File: config.mk
export PLATFORM = sky130hd
export DESIGN_NAME = lcd_scan_drive
export DESIGN_NICKNAME = d
export VERILOG_FILES = /design/src/rtl/lsd_pkg.sv /design/src/rtl/lsd_scan_seq.sv /design/src/rtl/lsd_m_gen.sv /design/src/rtl/lsd_level_map.sv /design/src/rtl/lcd_scan_drive.sv
export SDC_FILE = /design/constraint.sdc
export NUM_CORES = 1
export LEC_CHECK = 0
export BUFFER_PORTS_ARGS = -buffer_cell sky130_fd_sc_hd__buf_2
export CORE_AREA = 4 4 381 383
export DETAILED_ROUTE_END_ITERATION = 8
export DIE_AREA = 0 0 385 387
export HOLD_SLACK_MARGIN = 0.1
export PLACE_DENSITY = 0.37
export SYNTH_ARGS = -nofsm -noshare
export SYNTH_HDL_FRONTEND = slang
export SYNTH_SLANG_ARGS = --single-unit
File: constraint.sdc
create_clock -name clk -period 11 [get_ports clk]
set_clock_uncertainty 0.05 [all_clocks]
set_input_delay 3.3 -clock clk [delete_from_list [all_inputs] [get_ports clk]]
set_output_delay 3.3 -clock clk [all_outputs]
set_load 0.01 [all_outputs]
File: src/rtl/lsd_pkg.sv
package lsd_pkg;
    typedef enum logic [2:0] {
        LV_VSS = 3'd0,
        LV_V4  = 3'd1,
        LV_V3  = 3'd2,
        LV_V2  = 3'd3,
        LV_V1  = 3'd4,
        LV_V0  = 3'd5
    } lvl_e;

    typedef enum logic [1:0] {
        ST_IDLE = 2'd0,
        ST_SCAN = 2'd1,
        ST_ICON = 2'd2,
        ST_WAIT = 2'd3
    } scan_st_e;

    localparam int LVL_W = 3;
endpackage

File: src/rtl/lsd_scan_seq.sv
module lsd_scan_seq
    import lsd_pkg::*;
#(
    parameter int DOT_ROWS = 104,
    parameter int LW       = 7
) (
    input  logic          clk,
    input  logic          rst_n,
    input  logic          line_clk,
    input  logic          frame_sync,
    input  logic          start_wr,
    input  logic [LW-1:0] start_val,
    output logic [LW-1:0] row_addr,
    output logic [LW-1:0] com_ptr,
    output logic          row_valid,
    output logic          cl_step
);
    localparam logic [LW-1:0] LAST_DOT = LW'(DOT_ROWS - 1);
    localparam logic [LW-1:0] ICON_ROW = LW'(DOT_ROWS);

    scan_st_e      st_q, st_d;
    logic [LW-1:0] start_q;
    logic [LW-1:0] line_q, ptr_q;
    logic          adv;

    assign adv     = line_clk && !frame_sync;
    assign cl_step = adv && (st_q != ST_IDLE);

    // start-line register, writes beyond the dot area are dropped
    always_ff @(posedge clk or negedge rst_n) begin
        if (!rst_n) begin
            start_q <= '0;
        end else if (start_wr && (start_val < ICON_ROW)) begin
            start_q <= start_val;
        end
    end

    // state register
    always_ff @(posedge clk or negedge rst_n) begin
        if (!rst_n) st_q <= ST_IDLE;
        else        st_q <= st_d;
    end

    // next state
    always_comb begin
        st_d = st_q;
        if (frame_sync) begin
            st_d = ST_SCAN;
        end else begin
            unique case (st_q)
                ST_IDLE: st_d = ST_IDLE;
                ST_SCAN: if (adv && ptr_q == LAST_DOT) st_d = ST_ICON;
                ST_ICON: if (adv) st_d = ST_WAIT;
                ST_WAIT: st_d = ST_WAIT;
                default: st_d = ST_IDLE;
            endcase
        end
    end

    // line counter and common pointer
    always_ff @(posedge clk or negedge rst_n) begin
        if (!rst_n) begin
            line_q <= '0;
            ptr_q  <= '0;
        end else if (frame_sync) begin
            line_q <= start_q;
            ptr_q  <= '0;
        end else if (adv && st_q == ST_SCAN) begin
            if (ptr_q == LAST_DOT) begin
                line_q <= ICON_ROW;
                ptr_q  <= ICON_ROW;
            end else begin
                line_q <= (line_q == LAST_DOT) ? '0 : line_q + 1'b1;
                ptr_q  <= ptr_q + 1'b1;
            end
        end
    end

    assign row_addr  = line_q;
    assign com_ptr   = ptr_q;
    assign row_valid = (st_q == ST_SCAN) || (st_q == ST_ICON);
endmodule

File: src/rtl/lsd_m_gen.sv
module lsd_m_gen #(
    parameter int MW = 4
) (
    input  logic          clk,
    input  logic          rst_n,
    input  logic          frame_sync,
    input  logic          cl_step,
    input  logic          line_mode,
    input  logic [MW-1:0] line_n,
    output logic          m_pol
);
    logic [MW-1:0] cnt_q;
    logic [MW:0]   cnt_inc;

    assign cnt_inc = {1'b0, cnt_q} + 1'b1;

    always_ff @(posedge clk or negedge rst_n) begin
        if (!rst_n) begin
            cnt_q <= '0;
            m_pol <= 1'b0;
        end else if (frame_sync) begin
            cnt_q <= '0;
            if (!line_mode) m_pol <= ~m_pol;
        end else if (cl_step && line_mode) begin
            if (cnt_inc >= {1'b0, line_n}) begin
                cnt_q <= '0;
                m_pol <= ~m_pol;
            end else begin
                cnt_q <= cnt_inc[MW-1:0];
            end
        end
    end
endmodule

File: src/rtl/lsd_level_map.sv
module lsd_level_map
    import lsd_pkg::*;
#(
    parameter int SEG_N = 160,
    parameter int COM_N = 105,
    parameter int LW    = 7
) (
    input  logic [SEG_N-1:0]       seg_data,
    input  logic                   m_pol,
    input  logic                   disp_on,
    input  logic                   reverse_on,
    input  logic                   all_on,
    input  logic                   power_save,
    input  logic                   row_valid,
    input  logic [LW-1:0]          com_ptr,
    output logic [SEG_N*LVL_W-1:0] seg_lvl,
    output logic [COM_N*LVL_W-1:0] com_lvl
);
    for (genvar s = 0; s < SEG_N; s++) begin : g_seg
        logic eff;
        lvl_e lv;
        always_comb begin
            if (!disp_on)    eff = 1'b0;
            else if (all_on) eff = 1'b1;
            else             eff = seg_data[s] ^ reverse_on;
            if (power_save)  lv = LV_VSS;
            else if (eff)    lv = m_pol ? LV_V0 : LV_VSS;
            else             lv = m_pol ? LV_V2 : LV_V3;
        end
        assign seg_lvl[s*LVL_W +: LVL_W] = lv;
    end

    for (genvar c = 0; c < COM_N; c++) begin : g_com
        logic sel;
        lvl_e lv;
        always_comb begin
            sel = disp_on && row_valid && (com_ptr == LW'(c));
            if (power_save) lv = LV_VSS;
            else if (sel)   lv = m_pol ? LV_VSS : LV_V0;
            else            lv = m_pol ? LV_V1 : LV_V4;
        end
        assign com_lvl[c*LVL_W +: LVL_W] = lv;
    end
endmodule

File: src/rtl/lcd_scan_drive.sv
module lcd_scan_drive
    import lsd_pkg::*;
#(
    parameter int DOT_ROWS = 104,
    parameter int SEG_N    = 160,
    parameter int MW       = 4,
    localparam int COM_N   = DOT_ROWS + 1,
    localparam int LW      = $clog2(DOT_ROWS + 1)
) (
    input  logic                   clk,
    input  logic                   rst_n,
    input  logic                   line_clk,
    input  logic                   frame_sync,
    input  logic                   start_wr,
    input  logic [LW-1:0]          start_val,
    input  logic                   disp_on,
    input  logic                   reverse_on,
    input  logic                   all_on,
    input  logic                   power_save,
    input  logic                   m_line_mode,
    input  logic [MW-1:0]          m_line_n,
    input  logic [SEG_N-1:0]       seg_data,
    output logic [LW-1:0]          row_addr,
    output logic                   row_valid,
    output logic [LW-1:0]          com_ptr,
    output logic                   m_pol,
    output logic [SEG_N*LVL_W-1:0] seg_lvl,
    output logic [COM_N*LVL_W-1:0] com_lvl
);
    logic cl_step;

    lsd_scan_seq #(.DOT_ROWS(DOT_ROWS), .LW(LW)) u_seq (
        .clk(clk), .rst_n(rst_n), .line_clk(line_clk), .frame_sync(frame_sync),
        .start_wr(start_wr), .start_val(start_val), .row_addr(row_addr),
        .com_ptr(com_ptr), .row_valid(row_valid), .cl_step(cl_step)
    );

    lsd_m_gen #(.MW(MW)) u_mgen (
        .clk(clk), .rst_n(rst_n), .frame_sync(frame_sync), .cl_step(cl_step),
        .line_mode(m_line_mode), .line_n(m_line_n), .m_pol(m_pol)
    );

    lsd_level_map #(.SEG_N(SEG_N), .COM_N(COM_N), .LW(LW)) u_map (
        .seg_data(seg_data), .m_pol(m_pol), .disp_on(disp_on),
        .reverse_on(reverse_on), .all_on(all_on), .power_save(power_save),
        .row_valid(row_valid), .com_ptr(com_ptr),
        .seg_lvl(seg_lvl), .com_lvl(com_lvl)
    );
endmodule

======== Yosys cells after proc, flatten, opt, wreduce, memory -nomap -nowiden ========
Index checks and enable logic that the tools add are counted.
word-level totals
  flip-flop bits (word level) ............. 28
  bits in latches ......................... 0
  bits in writable memories ............... 0
  memory bits (read-only) ................. 0
  input port bits ......................... 181
  output and inout bits ................... 811
  logic and storage cells ................. 1,277
  memories kept ........................... 0
operators by class
  add/subtract/negate cells ............... 3
  multiply operators ...................... 0
  divide/modulo/power cells ............... 0
  magnitude comparators ................... 2
  eq/ne operators ......................... 111
  shifts and indexed selects .............. 0
  muxes and demuxes ....................... 872
  bitwise gates (word level) .............. 161
  reductions and logical operators ........ 122
operator list
  operator             number
  $mux 3               533
  $mux 1               325
  $eq 7x7->1 const B   42
  $eq 7x6->1 const B   32
  $xor 1x1->1          160
  $eq 7x5->1 const B   16
  $logic_and 1x1->1    112
  $eq 7x4->1 const B   8
  $mux 7               7
  $eq 7x3->1 const B   4
  $add 7x1->7 const B  2
  $eq 7x2->1 const B   2
  $mux 4               3
  $pmux 2 s4           1
  $reduce_bool 2->1    4
  $eq 7x1->1 const B   1
  $logic_not 7->1      1
  $lt 7x7->1 const B   1
  $mux 2               3
  $ne 3x2->1 const B   2
  $add 4x1->5 const B  1
  $ge 5x4->1           1
  $eq 2x2->1 const B   2
  $reduce_and 3->1     1
  7 further kinds      7

======== Logic depth before layout (Yosys ltp) ========
Gate-level depths: netlist (run 1).
  depth after elaboration ................. 6
  mapped depth ............................ 8
  depth with buffers taken out ............ 7

======== Hierarchy ========
Synthesis (run 1) repeated with hierarchy kept, for this count alone.
second synthesis, totals
  cell total of the unflattened synthesis .. 1,585
  area total of the unflattened synthesis .. 11,297.1 um^2
modules (own cells, without submodules)
  module         instances  cells each  area an instance (um^2)  sequential area each (um^2)
  lsd_level_map  1          1,402       9,584.2                  0.0
  lsd_scan_seq   1          138         1,307.5                  575.6
  lsd_m_gen      1          45          405.4                    125.1

======== Least setup slack after synthesis (run 1) ========
No wires, ideal clock.
  path type ............................... input -> output
  start ................................... in power_save
  end ..................................... out com_lvl[102]
  arrival ................................. 7.676 ns
  data required time ...................... 7.650 ns
  path slack .............................. -0.026 ns
  cell stages on the path ................. 5
  buffers on the path ..................... 4
  path through ............................ clkbuf_1 > clkbuf_1 > buf_1 > nor2_1 > buf_4
on the way
  word-level cells in the longest chain between the ends .. 1
ends and longest elaborated chain
  element          RTL line              RTL
  start, declared  lcd_scan_drive.sv:19  input logic power_save,
  $mux 3           lsd_level_map.sv:38   if (power_save) lv = LV_VSS;
  end, declared    lcd_scan_drive.sv:28  output logic [COM_N*LVL_W-1:0] com_lvl
No other way between the ends.

======== Worst setup path in the final report (run 1) ========
  start ................................... in disp_on
  end ..................................... out com_lvl[278]
on the way
  word-level cells in the longest chain between the ends .. 4
ends and longest elaborated chain
  element                         RTL line              RTL
  start, declared                 lcd_scan_drive.sv:16  input logic disp_on,
  $logic_and 1x1->1 (2 in a row)  lsd_level_map.sv:37   sel = disp_on && row_valid && (com_ptr == LW'(c));
  $mux 3                          lsd_level_map.sv:39   else if (sel) lv = m_pol ? LV_VSS : LV_V0;
  $mux 3                          lsd_level_map.sv:38
No other way between the ends.

==> results of run 1 <==
per-stage QoR:
step                      std cells  total power [mW]
after floorplan                1801              1.42
after global placement         4065              1.75
after detailed placement       4065              1.73
after CTS                      4069              1.86
after global routing           4069              1.98
final                          4085              1.82
state kept, by name (all words and copies together) (netlist names):
name	cells
u_seq.row_addr	7
u_seq.start_q	7
u_seq.com_ptr	7
u_seq.st_q	2
u_mgen.m_pol	1
u_mgen.cnt_q	4
cell type report:
cell class / instances / area, sq um / area share
clock inverters: 1 / 30.0 / 0.00192
inverters: 13 / 51.3 / 0.00327
well taps: 1890 / 2360 / 0.151
clock buffers: 3 / 75.1 / 0.00479
flip-flops and latches: 28 / 702 / 0.0448
multi-input cells: 1223 / 7720 / 0.492
repair buffers: 911 / 4700 / 0.300
diodes: 16 / 40.0 / 0.00255
logic make-up after synthesis:
group                    count (synthesis)  share of synthesized area
buffers and inverters                  550                      0.311
flip-flops                              28                     0.0604
other                                    1                   0.000323
XOR/XNOR                               269                      0.203
AO/OA/AOI/OAI                          206                     0.0966
multiplexers                            11                     0.0101
AND/OR/NAND/NOR                        619                      0.305
adder cells (fa/ha/maj)                 13                     0.0140
cell usage in the layout, fill, tap and decap left out, types with 6 or more instances in the layout:
master	n
nor2b_1	6
xnor2_1	264
buf_2	882
diode_2	16
nor3_1	11
nand2_1	18
inv_1	12
conb_1	105
a21oi_1	168
ha_1	12
nand2b_1	164
o21ai_0	12
nand3_1	84
nor3_2	17
nor2_1	126
mux2_2	6
and3_1	160
buf_4	22
dfrtp_1	27
worst paths after layout:
| check | to | from | slack [ns] |
|---|---|---|---|
| max | com_lvl[278] | disp_on | 2.27 |
| min | u_seq.row_addr[0]$_DFFE_PN0P_ | u_seq.start_q[0]$_DFFE_PN0P_ | 0.45 |
| max reg2reg | u_seq.st_q[1]$_DFFE_PN0P_ | u_seq.com_ptr[5]$_DFFE_PN0P_ | 8.46 |
| min reg2reg | u_seq.row_addr[0]$_DFFE_PN0P_ | u_seq.start_q[0]$_DFFE_PN0P_ | 0.45 |
| max in group asynchronous | u_mgen.m_pol$_DFFE_PN0P_ | rst_n | 7.37 |
| min in group asynchronous | u_seq.start_q[5]$_DFFE_PN0P_ | rst_n | 3.03 |
synthesized netlist by cell type (all sizes together), types with 3 or more instances:
cell type    n  share of area
xor2         5         0.0038
o211ai       3         0.0019
nor2       128          0.042
or3b         3         0.0029
and3       160          0.086
mux2i        5         0.0043
inv         13         0.0042
nor3b        3         0.0019
nand3b       6         0.0050
nand2       19         0.0068
xnor2      264           0.20
dfrtp       28          0.060
clkbuf      98          0.032
nor2b        6         0.0032
a21oi      169          0.074
a22oi        4         0.0026
o21ai       12         0.0052
nand3       86          0.038
buf        439           0.27
mux2         6         0.0058
ha          13          0.014
and3b        4         0.0031
nor3        28          0.019
nand2b     164          0.088
layer usage:
metal	up-vias	part of all wire	GRT usage
li1	6011	-	-
met1	5676	0.39	0.109
met2	653	0.50	0.172
met3	117	0.097	0.0307
met4	26	0.011	0.00495
met5	-	0.0024	0
worst register-to-register path, stage by stage (launching register included):
cell and delay, ns:
dfrtp_1 0.77, and3b_1 0.76, nand2_4 0.18, a21oi_1 0.31, mux2_2 0.37
report_power, final:
part | total (mW) | switching [mW] | internal [mW]
logic | 1.57 | 0.972 | 0.599
registers | 0.132 | 0.0157 | 0.116
clock network | 0.114 | 0.0408 | 0.0727
==> results by group, run 1 <==
STA
  – Unrepaired setup endpoints after global routing: false
  – Fin crit period: 8.73 ns
  – Final period utilization: 0.794
  – Final Max Slew Viols: 0
  – Worst Slack Setup Final: 2.27 ns
  – Worst hold slack: roughly 0.45 ns
  – FMAX: ~110 MHz
  – Final hold vios: 0
  – Setup TNS: 0 ns
  – Worst slew margin relative to its limit: 0.284
  – Setup-failing EPs final: 0
  – Worst Tran Pin Value: 1.07 ns

Global routing
  – Number of global-route vias before repair: 11,683
  – Largest net degree at the start of global routing: 118
  – Total track usage: 0.0933
  – Global-route wire length before repair: 100 mm
  – Initial antenna violation count: 55
  – Grt total ovfl: 0

Drt
  – Drt wl/cell: about 19 microns
  – Final wirelength: 75.6 mm
  – Post-detailed-route DRC marker count: 0
  – Vias: 12,483
  – Vias per cell: between 3 and 4
  – DR iter-0 viols: ~550
  – Post-DRT Antenna Nets: 0
  – First drt pass iteration count: 5

Floorplan
  – Row cnt: 138
  – Die Y: 387 microns
  – Die footprint: 149,000 sq um
  – Io pins: 992
  – Die W: ~390 microns
  – Initial Utilization: 0.0821
  – Core Area: 141,000 sq um

CTS
  – Number of buffers created by CTS: 3
  – Clock slew at reported path FFs: 0.08 ns
  – Clk buf depth: 2
  – Worst-Skew Late Latency: 0.27 ns
  – Hold-fix buffer count after cts: 0
  – H-tree depth: 1
  – Post-CTS resize count: 0
  – CTS sink cnt: 28
  – Post-CTS Setup Bufs: 0
  – CTS tree: yes
  – Root Driver: clkbuf_16

Logic synthesis
  – Flops & latches, synth: 28
  – Yosys warns: 0
  – Seq/Total Area, Yosys: 0.0604
  – Avg Inst Size Synth: around 6.8 sq um
  – Post-synth EDFFs: 0
  – Post-Syn Instances: between 1,500 and 2,000
  – Cell variety after synth: 57
  – Post-synth ARST share: 1.00
  – Syn Std Cell Area: 11,600 sq um
  – Post-synth top flop: dfrtp_1

Critical path
  – FF-to-FF path depth: 4
  – Crit-path cells: buf_8 -> and4_1 -> nand3_1 -> xnor2_1 -> nor2_1 -> buf_2
  – Crit. End Element: output pin
  – Critical Path Fanout Max: 58
  – Worst path max stage delay: 0.82 ns
  – CP Launch Type: input port
  – Max stage delay cell, worst path: and4_1
  – CP Class: input port to output pin
  – Instance count on the critical path: 6
  – Top delay family on crit path: simple AND/OR/NAND/NOR gates
  – CP required: ~7.7 ns
  – WP buf/inv: 2
  – CP arrival: 5.38 ns

Finish
  – Design area: 15,700 sq um
  – Layout cells sized above 1: 0.440
  – Layout area overhead: 35.0%
  – Nets: 2,374
  – Util after Layout: 0.111
  – Fillers: 16,682

Run
  – MaxCap Viol Count: 0

Place
  – GPL Wtd Cong: 0.821
  – Worst slack, placed: 2.09 ns
  – Detail Placement HPWL: 63.3 mm
  – DP Area: 15,500 sq um
  – Port bufs: 886

Worst hold path
  – Hold Crit Class: flip-flop to flip-flop
  – Hold Path Stages: 2

Power and ir drop
  – Static leakage: 7.87 nW
  – Power per Cell Area: 116 nW/um^2
  – Max IR drop VDD: about 70 uV

Status
  – Status: complete, no violations
Note: power is estimated with default switching activity, not from simulation.
==> run 2, diff against run 1 <==
--- a/config.mk
+++ b/config.mk
@@ -5,12 +5,13 @@
 export SDC_FILE = /design/constraint.sdc
 export NUM_CORES = 1
 export LEC_CHECK = 0
+export ABC_AREA = 1
 export BUFFER_PORTS_ARGS = -buffer_cell sky130_fd_sc_hd__buf_2
-export CORE_AREA = 4 4 381 383
+export CORE_AREA = 4 4 384 386
 export DETAILED_ROUTE_END_ITERATION = 8
-export DIE_AREA = 0 0 385 387
+export DIE_AREA = 0 0 388 390
 export HOLD_SLACK_MARGIN = 0.1
-export PLACE_DENSITY = 0.37
+export PLACE_DENSITY = 0.36
 export SYNTH_ARGS = -nofsm -noshare
 export SYNTH_HDL_FRONTEND = slang
 export SYNTH_SLANG_ARGS = --single-unit
==> constraint.sdc (replaced) <==
create_clock -name clk -period 8.28 [get_ports clk]
set_clock_uncertainty 0.05 [all_clocks]
set_input_delay 2.484 -clock clk [delete_from_list [all_inputs] [get_ports clk]]
set_output_delay 2.484 -clock clk [all_outputs]
set_load 0.01 [all_outputs]
==> run 2 against run 1 <==
Global-route usage about the same. Sequential power is 71% higher. Synthesized area about the same. Wire length rose by 4.1%. Synthesized cell count increased by 35%. Power increased by 32%. Critical path type unchanged. Critical endpoint is now com_lvl[233]. Largest cell class unchanged. Highest routed layer unchanged.
==> results by group, run 2 <==
Global routing
  – Number of global-route vias before repair: 13,233
  – Grt total ovfl: 0
  – Largest net degree at the start of global routing: 134
  – Global-route wire length before repair: 104 mm
  – Total track usage: 0.0934
  – Initial antenna violation count: 50

CTS
  – Hold-fix buffer count after cts: 0
  – Post-CTS Setup Bufs: 0
  – Clock slew at reported path FFs: 0.07 ns
  – H-tree depth: 1
  – Clk buf depth: 2
  – Root Driver: clkbuf_16
  – Number of buffers created by CTS: 3
  – Worst-Skew Late Latency: between 0.2 and 0.3 ns
  – CTS tree: yes
  – CTS sink cnt: 28
  – Post-CTS resize count: 0

Run
  – MaxCap Viol Count: 0

Floorplan
  – Row cnt: 139
  – Die Y: around 390 microns
  – Die footprint: roughly 150,000 sq um
  – Die W: 388 microns
  – Initial Utilization: 0.0808
  – Io pins: 992
  – Core Area: 143,000 sq um

Power and ir drop
  – Comb pwr share: 0.842
  – Net Sw Power: between 1 and 1.5 mW
  – Sw Ratio: 0.615
  – Power per Cell Area: 152 nW/um^2
  – Static leakage: 8.47 nW
  – Internal: roughly 930 uW
  – Max IR drop VDD: 75.7 uV
  – Clk pwr share: 0.064
  – Reg power frac: 0.094

Critical path
  – WP buf/inv: 2
  – CP Class: input port to output pin
  – CP required: approximately 5.8 ns
  – Crit-path cells: buf_8 -> nand2_4 -> nor3_2 -> a21oi_1 -> nor3_1 -> buf_2
  – CP Launch Type: input port
  – Max stage delay cell, worst path: nor3_2
  – Critical Path Fanout Max: 53
  – Crit. End Element: output pin
  – CP arrival: 4.54 ns
  – Worst path max stage delay: 0.76 ns
  – Top delay family on crit path: simple AND/OR/NAND/NOR gates

Finish
  – Util after Layout: 0.110
  – Multi-input gate area: 7560 sq um
  – Commonest non-fill, non-tap cells in the layout: buf_2, nand2_1, nor2_1
  – Layout area overhead: 36.2%
  – Fillers: approximately 17,000
  – Nets: between 2,000 and 3,000
  – Most common cell after layout, fill and taps aside: buf_2
  – Design area: 15,800 sq um
  – Layout cells sized above 1: 0.347
  – Reg area: 704 sq um
  – Fin cells: roughly 4,700

STA
  – Fin crit period: 7.07 ns
  – Final hold vios: 0
  – Final Max Slew Viols: 0
  – Worst Slack Setup Final: 1.21 ns
  – Worst Tran Pin Value: slightly above 0.9 ns
  – Unrepaired setup endpoints after global routing: false
  – Final period utilization: 0.854
  – FMAX: 141 MHz
  – Setup-failing EPs final: 0
  – Worst slew margin relative to its limit: 0.385
  – Setup TNS: 0 ns

Logic synthesis
  – Post-synth top cells: nand2_1, nor2_1, buf_4
  – Syn Std Cell Area: 11,600 sq um
  – Post-Syn Instances: 2,284
  – Xor/xnor share of the synthesized area: 0.00227
  – Synth Area in Compound Gates: 0.131
  – Main combinational cell family by area after synthesis: simple AND/OR/NAND/NOR gates
  – Synth Area in Simple Gates: 0.469
  – Avg Inst Size Synth: 5.08 sq um
  – Area share of the leading cell type in the synthesized netlist: 0.241
  – Post-synth EDFFs: 0
  – Post-synth top area cell: buf_4
  – Top-count cell post-synth: nand2_1
  – Cell variety after synth: 32
  – Post-synthesis mux area share: 0
  – Yosys warns: 0
  – Flops & latches, synth: 28
  – Post-synth top flop: dfrtp_1
  – Area share of fa/ha/maj cells after synthesis: 0.0140
  – Seq/Total Area, Yosys: 0.0604
  – Post-synth ARST share: 1.00
  – Largest cells by area after synthesis: buf_4, nand2_1, nor2_1

Place
  – DP Area: 15,700 sq um
  – Worst slack, placed: about 1.2 ns
  – Port bufs: 886
  – Placed Cells: 4,656
  – Detail Placement HPWL: approximately 65 mm
  – GPL Wtd Cong: 0.845

Drt
  – Vias: roughly 16,000
  – Drt wl/cell: roughly 17 microns
  – Final wirelength: 78.7 mm
  – Vias per cell: between 3 and 4
  – Post-detailed-route DRC marker count: 0
  – Post-DRT Antenna Nets: 0
  – First drt pass iteration count: 5
  – DR iter-0 viols: between 900 and 1,000

Worst hold path
  – Hold Crit Class: flip-flop to flip-flop

Status
  – Status: complete, no violations
run 2: cell count changes after synthesis, sizes merged, moves of 149 or more:
cell,delta
nand2,+549
nor2,+405
xnor2,-263
nand2b,-164
and3,-160
nor3,+149
run 2: metrics by stage:
stage / total power, mW / hold slack, ns
finish: 2.40 / 0.427
global route: 2.61 / 0.476
CTS: 2.44 / 0.434
detailed placement: 2.28 / 0.415
global placement: 2.29 / 0.411
floorplan: 1.83 / 0.387
run 2: worst reg2reg max path, cell delays in order (launching register included):
cell and delay, ns:
dfrtp_1 0.45, inv_1 0.17, nand3_1 0.58, inv_1 0.93, nand2_1 0.17, nand2_1 0.12, nand2_1 0.05, o21ai_0 0.09
run 2: area by class of cell:
cell class              instances  share of cell area
clock buffers                   3             0.00475
repair buffers                916               0.303
inverters                      60              0.0152
diodes                          7             0.00111
flip-flops and latches         28              0.0446
clock inverters                 1             0.00190
multi-input cells            1749               0.479
well taps                    1903               0.151
run 2: path summary, 6_finish.rpt:
| path | start | endpoint | slack [ns] | cells after the start |
|---|---|---|---|---|
| setup / recovery | disp_on | com_lvl[233] | 1.21 | 6 |
| hold / removal | u_seq.start_q[6]$_DFFE_PN0P_ | u_seq.start_q[6]$_DFFE_PN0P_ | 0.43 | 2 |
| setup reg to reg | u_seq.com_ptr[6]$_DFFE_PN0P_ | u_seq.com_ptr[6]$_DFFE_PN0P_ | 5.59 | 7 |
| hold reg to reg | u_seq.start_q[6]$_DFFE_PN0P_ | u_seq.start_q[6]$_DFFE_PN0P_ | 0.43 | 2 |
| max in group asynchronous | rst_n | u_mgen.m_pol$_DFFE_PN0P_ | 5.47 | 1 |
| min in group asynchronous | rst_n | u_seq.row_addr[0]$_DFFE_PN0P_ | 2.19 | 1 |
run 2: kinds of logic (layout without fill, tap and decap cells):
kind of cell | count (synthesis) | in the layout
simple gates | 1327 | 1327
fa+ha+maj | 13 | 13
other cells | 1 | 112
buf+inv | 611 | 980
compound gates | 301 | 301
flops | 28 | 28
xor+xnor | 3 | 3
run 2: layer usage:
| layer | vias up | global-route usage | routed length [microns] | share of wire |
|---|---|---|---|---|
| met5 | - | 0 | 131 | 0.0017 |
| met4 | 22 | 0.0142 | 1460 | 0.019 |
| met3 | 109 | 0.0279 | 6940 | 0.088 |
| met2 | 735 | 0.173 | 40000 | 0.51 |
| met1 | 7008 | 0.107 | 30100 | 0.38 |
| li1 | 7697 | - | - | - |
run 2: power groups by stage:
stage / Sequential (mW) / Clock [mW] / Combinational, mW
after floorplan: 0.190 / 0 / 1.64
after global placement: 0.229 / 0 / 2.06
after detailed placement: 0.229 / 0 / 2.05
after CTS: 0.227 / 0.159 / 2.06
after global routing: 0.232 / 0.163 / 2.22
final: 0.226 / 0.153 / 2.03
==> run 3, diff against run 2 <==
--- a/config.mk
+++ b/config.mk
@@ -7,9 +7,9 @@
 export LEC_CHECK = 0
 export ABC_AREA = 1
 export BUFFER_PORTS_ARGS = -buffer_cell sky130_fd_sc_hd__buf_2
-export CORE_AREA = 4 4 384 386
+export CORE_AREA = 4 4 382 384
 export DETAILED_ROUTE_END_ITERATION = 8
-export DIE_AREA = 0 0 388 390
+export DIE_AREA = 0 0 386 388
 export HOLD_SLACK_MARGIN = 0.1
 export PLACE_DENSITY = 0.36
 export SYNTH_ARGS = -nofsm -noshare
==> run 3 against run 2 <==
Sequential power shrank 5%. Sequential cell count is the same. Highest routed layer unchanged. Worst hold slack gained 0.049 ns. Largest cell class unchanged. Power shrank 0.17%. Utilization is essentially flat. Global-route usage shrank 0.44 points. Sequential share of layout area is essentially flat.
==> results by group, run 3 (synthesis gave the netlist of run 2 again) <==
STA
  – Worst Tran Pin Value: 1.31 ns
  – Fin crit period: roughly 7.2 ns
  – Final hold vios: 0
  – FMAX: 138 MHz
  – Final period utilization: 0.873
  – Setup TNS: 0 ns
  – Worst slew margin relative to its limit: 0.126
  – Unrepaired setup endpoints after global routing: false
  – Final Max Slew Viols: 0
  – Setup-failing EPs final: 0

CTS
  – Post-CTS resize count: 0
  – CTS sink cnt: 28
  – Number of buffers created by CTS: 3
  – Hold-fix buffer count after cts: 0
  – Worst-Skew Late Latency: 0.28 ns
  – H-tree depth: 1
  – Post-CTS Setup Bufs: 0
  – CTS tree: yes
  – Clock slew at reported path FFs: 0.08 ns
  – Clk buf depth: 2
  – Root Driver: clkbuf_16

Drt
  – Post-detailed-route DRC marker count: 0
  – Vias per cell: 3.31
  – Drt wl/cell: 15.9 microns
  – Final wirelength: 74.3 mm
  – Vias: 15,449
  – DR iter-0 viols: 890
  – First drt pass iteration count: 5
  – Post-DRT Antenna Nets: 0

Critical path
  – CP required: 5.75 ns
  – CP Class: input port to output pin
  – Critical Path Fanout Max: 96
  – Crit. End Element: output pin
  – CP arrival: 4.69 ns
  – CP Launch Type: input port

Finish
  – Design area: 15,800 sq um
  – Most common cell after layout, fill and taps aside: buf_2
  – Commonest non-fill, non-tap cells in the layout: buf_2, nand2_1, nor2_1
  – Layout area overhead: 36.0%
  – Nets: between 2,000 and 3,000
  – Layout cells sized above 1: 0.347

Status
  – Status: complete, no violations

Floorplan
  – Die W: 386 microns
  – Die Y: 388 microns
  – Io pins: 992
  – Initial Utilization: 0.0812
  – Die footprint: between 100,000 and 150,000 sq um
  – Core Area: 143,000 sq um
  – Row cnt: 139

Place
  – Detail Placement HPWL: ~60 mm
  – DP Area: roughly 16,000 sq um
  – GPL Wtd Cong: 0.844
  – Port bufs: 886

Global routing
  – Total track usage: 0.0890
  – Grt total ovfl: 0
  – Global-route wire length before repair: approximately 99 mm
  – Largest net degree at the start of global routing: 166
  – Number of global-route vias before repair: 13,162
  – Initial antenna violation count: 39

Power and ir drop
  – Static leakage: 8.46 nW
  – Max IR drop VDD: between 100 and 150 uV
  – Power per Cell Area: 152 nW/um^2

Run
  – MaxCap Viol Count: 0

Worst hold path
  – Hold Crit Class: flip-flop to flip-flop
## run 3: final cells by class
type | instances | area, sq um
antenna | 6 | 15.0
sequential | 28 | 702
fill | 17061 | 127000
clock inverter | 1 | 30.0
tap | 1903 | 2380
inverter | 60 | 238
timing repair buffer | 916 | 4770
clock buffer | 3 | 75.1
multi-input combinational | 1749 | 7560
## run 3: power by group
group | internal [mW] | total [mW] | switching (mW)
registers | 0.161 | 0.214 | 0.0533
clock network | 0.0967 | 0.152 | 0.0554
logic | 0.672 | 2.03 | 1.36
## run 3: final timing paths
check / start / to / slack, ns / cells past startpoint
min in group asynchronous: rst_n / u_seq.start_q[2]$_DFFE_PN0P_ / 2.19 / 1
min: u_mgen.cnt_q[1]$_DFFE_PN0P_ / u_mgen.cnt_q[1]$_DFFE_PN0P_ / 0.48 / 2
min reg2reg: u_mgen.cnt_q[1]$_DFFE_PN0P_ / u_mgen.cnt_q[1]$_DFFE_PN0P_ / 0.48 / 2
max: power_save / seg_lvl[365] / 1.05 / 6
max in group asynchronous: rst_n / u_mgen.m_pol$_DFFE_PN0P_ / 5.49 / 1
max reg2reg: u_seq.com_ptr[6]$_DFFE_PN0P_ / u_seq.com_ptr[6]$_DFFE_PN0P_ / 5.98 / 8
## run 3: per-layer routing
layer	up-vias	part of all wire	global-route usage
met1	6951	0.39	0.105
li1	7684	-	-
met2	684	0.50	0.163
met4	26	0.017	0.0134
met3	104	0.090	0.0233
met5	-	0.0021	0
## run 3: through the flow
| step | power [mW] | hold WS, ns | instances | worst slack (ns) | utilization |
|---|---|---|---|---|---|
| 6_report | 2.40 | 0.476 | 4666 | 1.05 | 0.110 |
| 3_5_place_dp | 2.28 | 0.453 | 4656 | 1.03 | 0.110 |
| 2_1_floorplan | 1.83 | 0.387 | 2388 | 0.261 | - |
| 3_3_place_gp | 2.29 | 0.457 | 4656 | 1.04 | 0.110 |
| 5_1_grt | 2.62 | 0.486 | 4660 | 0.951 | 0.110 |
| 4_1_cts | 2.44 | 0.471 | 4660 | 1.02 | 0.110 |
## run 3: critical path, cell delays in order
cell and delay (ns):
buf_8 0.14, nor2_4 0.61, inv_6 0.39, buf_12 0.42, nor2_1 0.20, buf_2 0.17
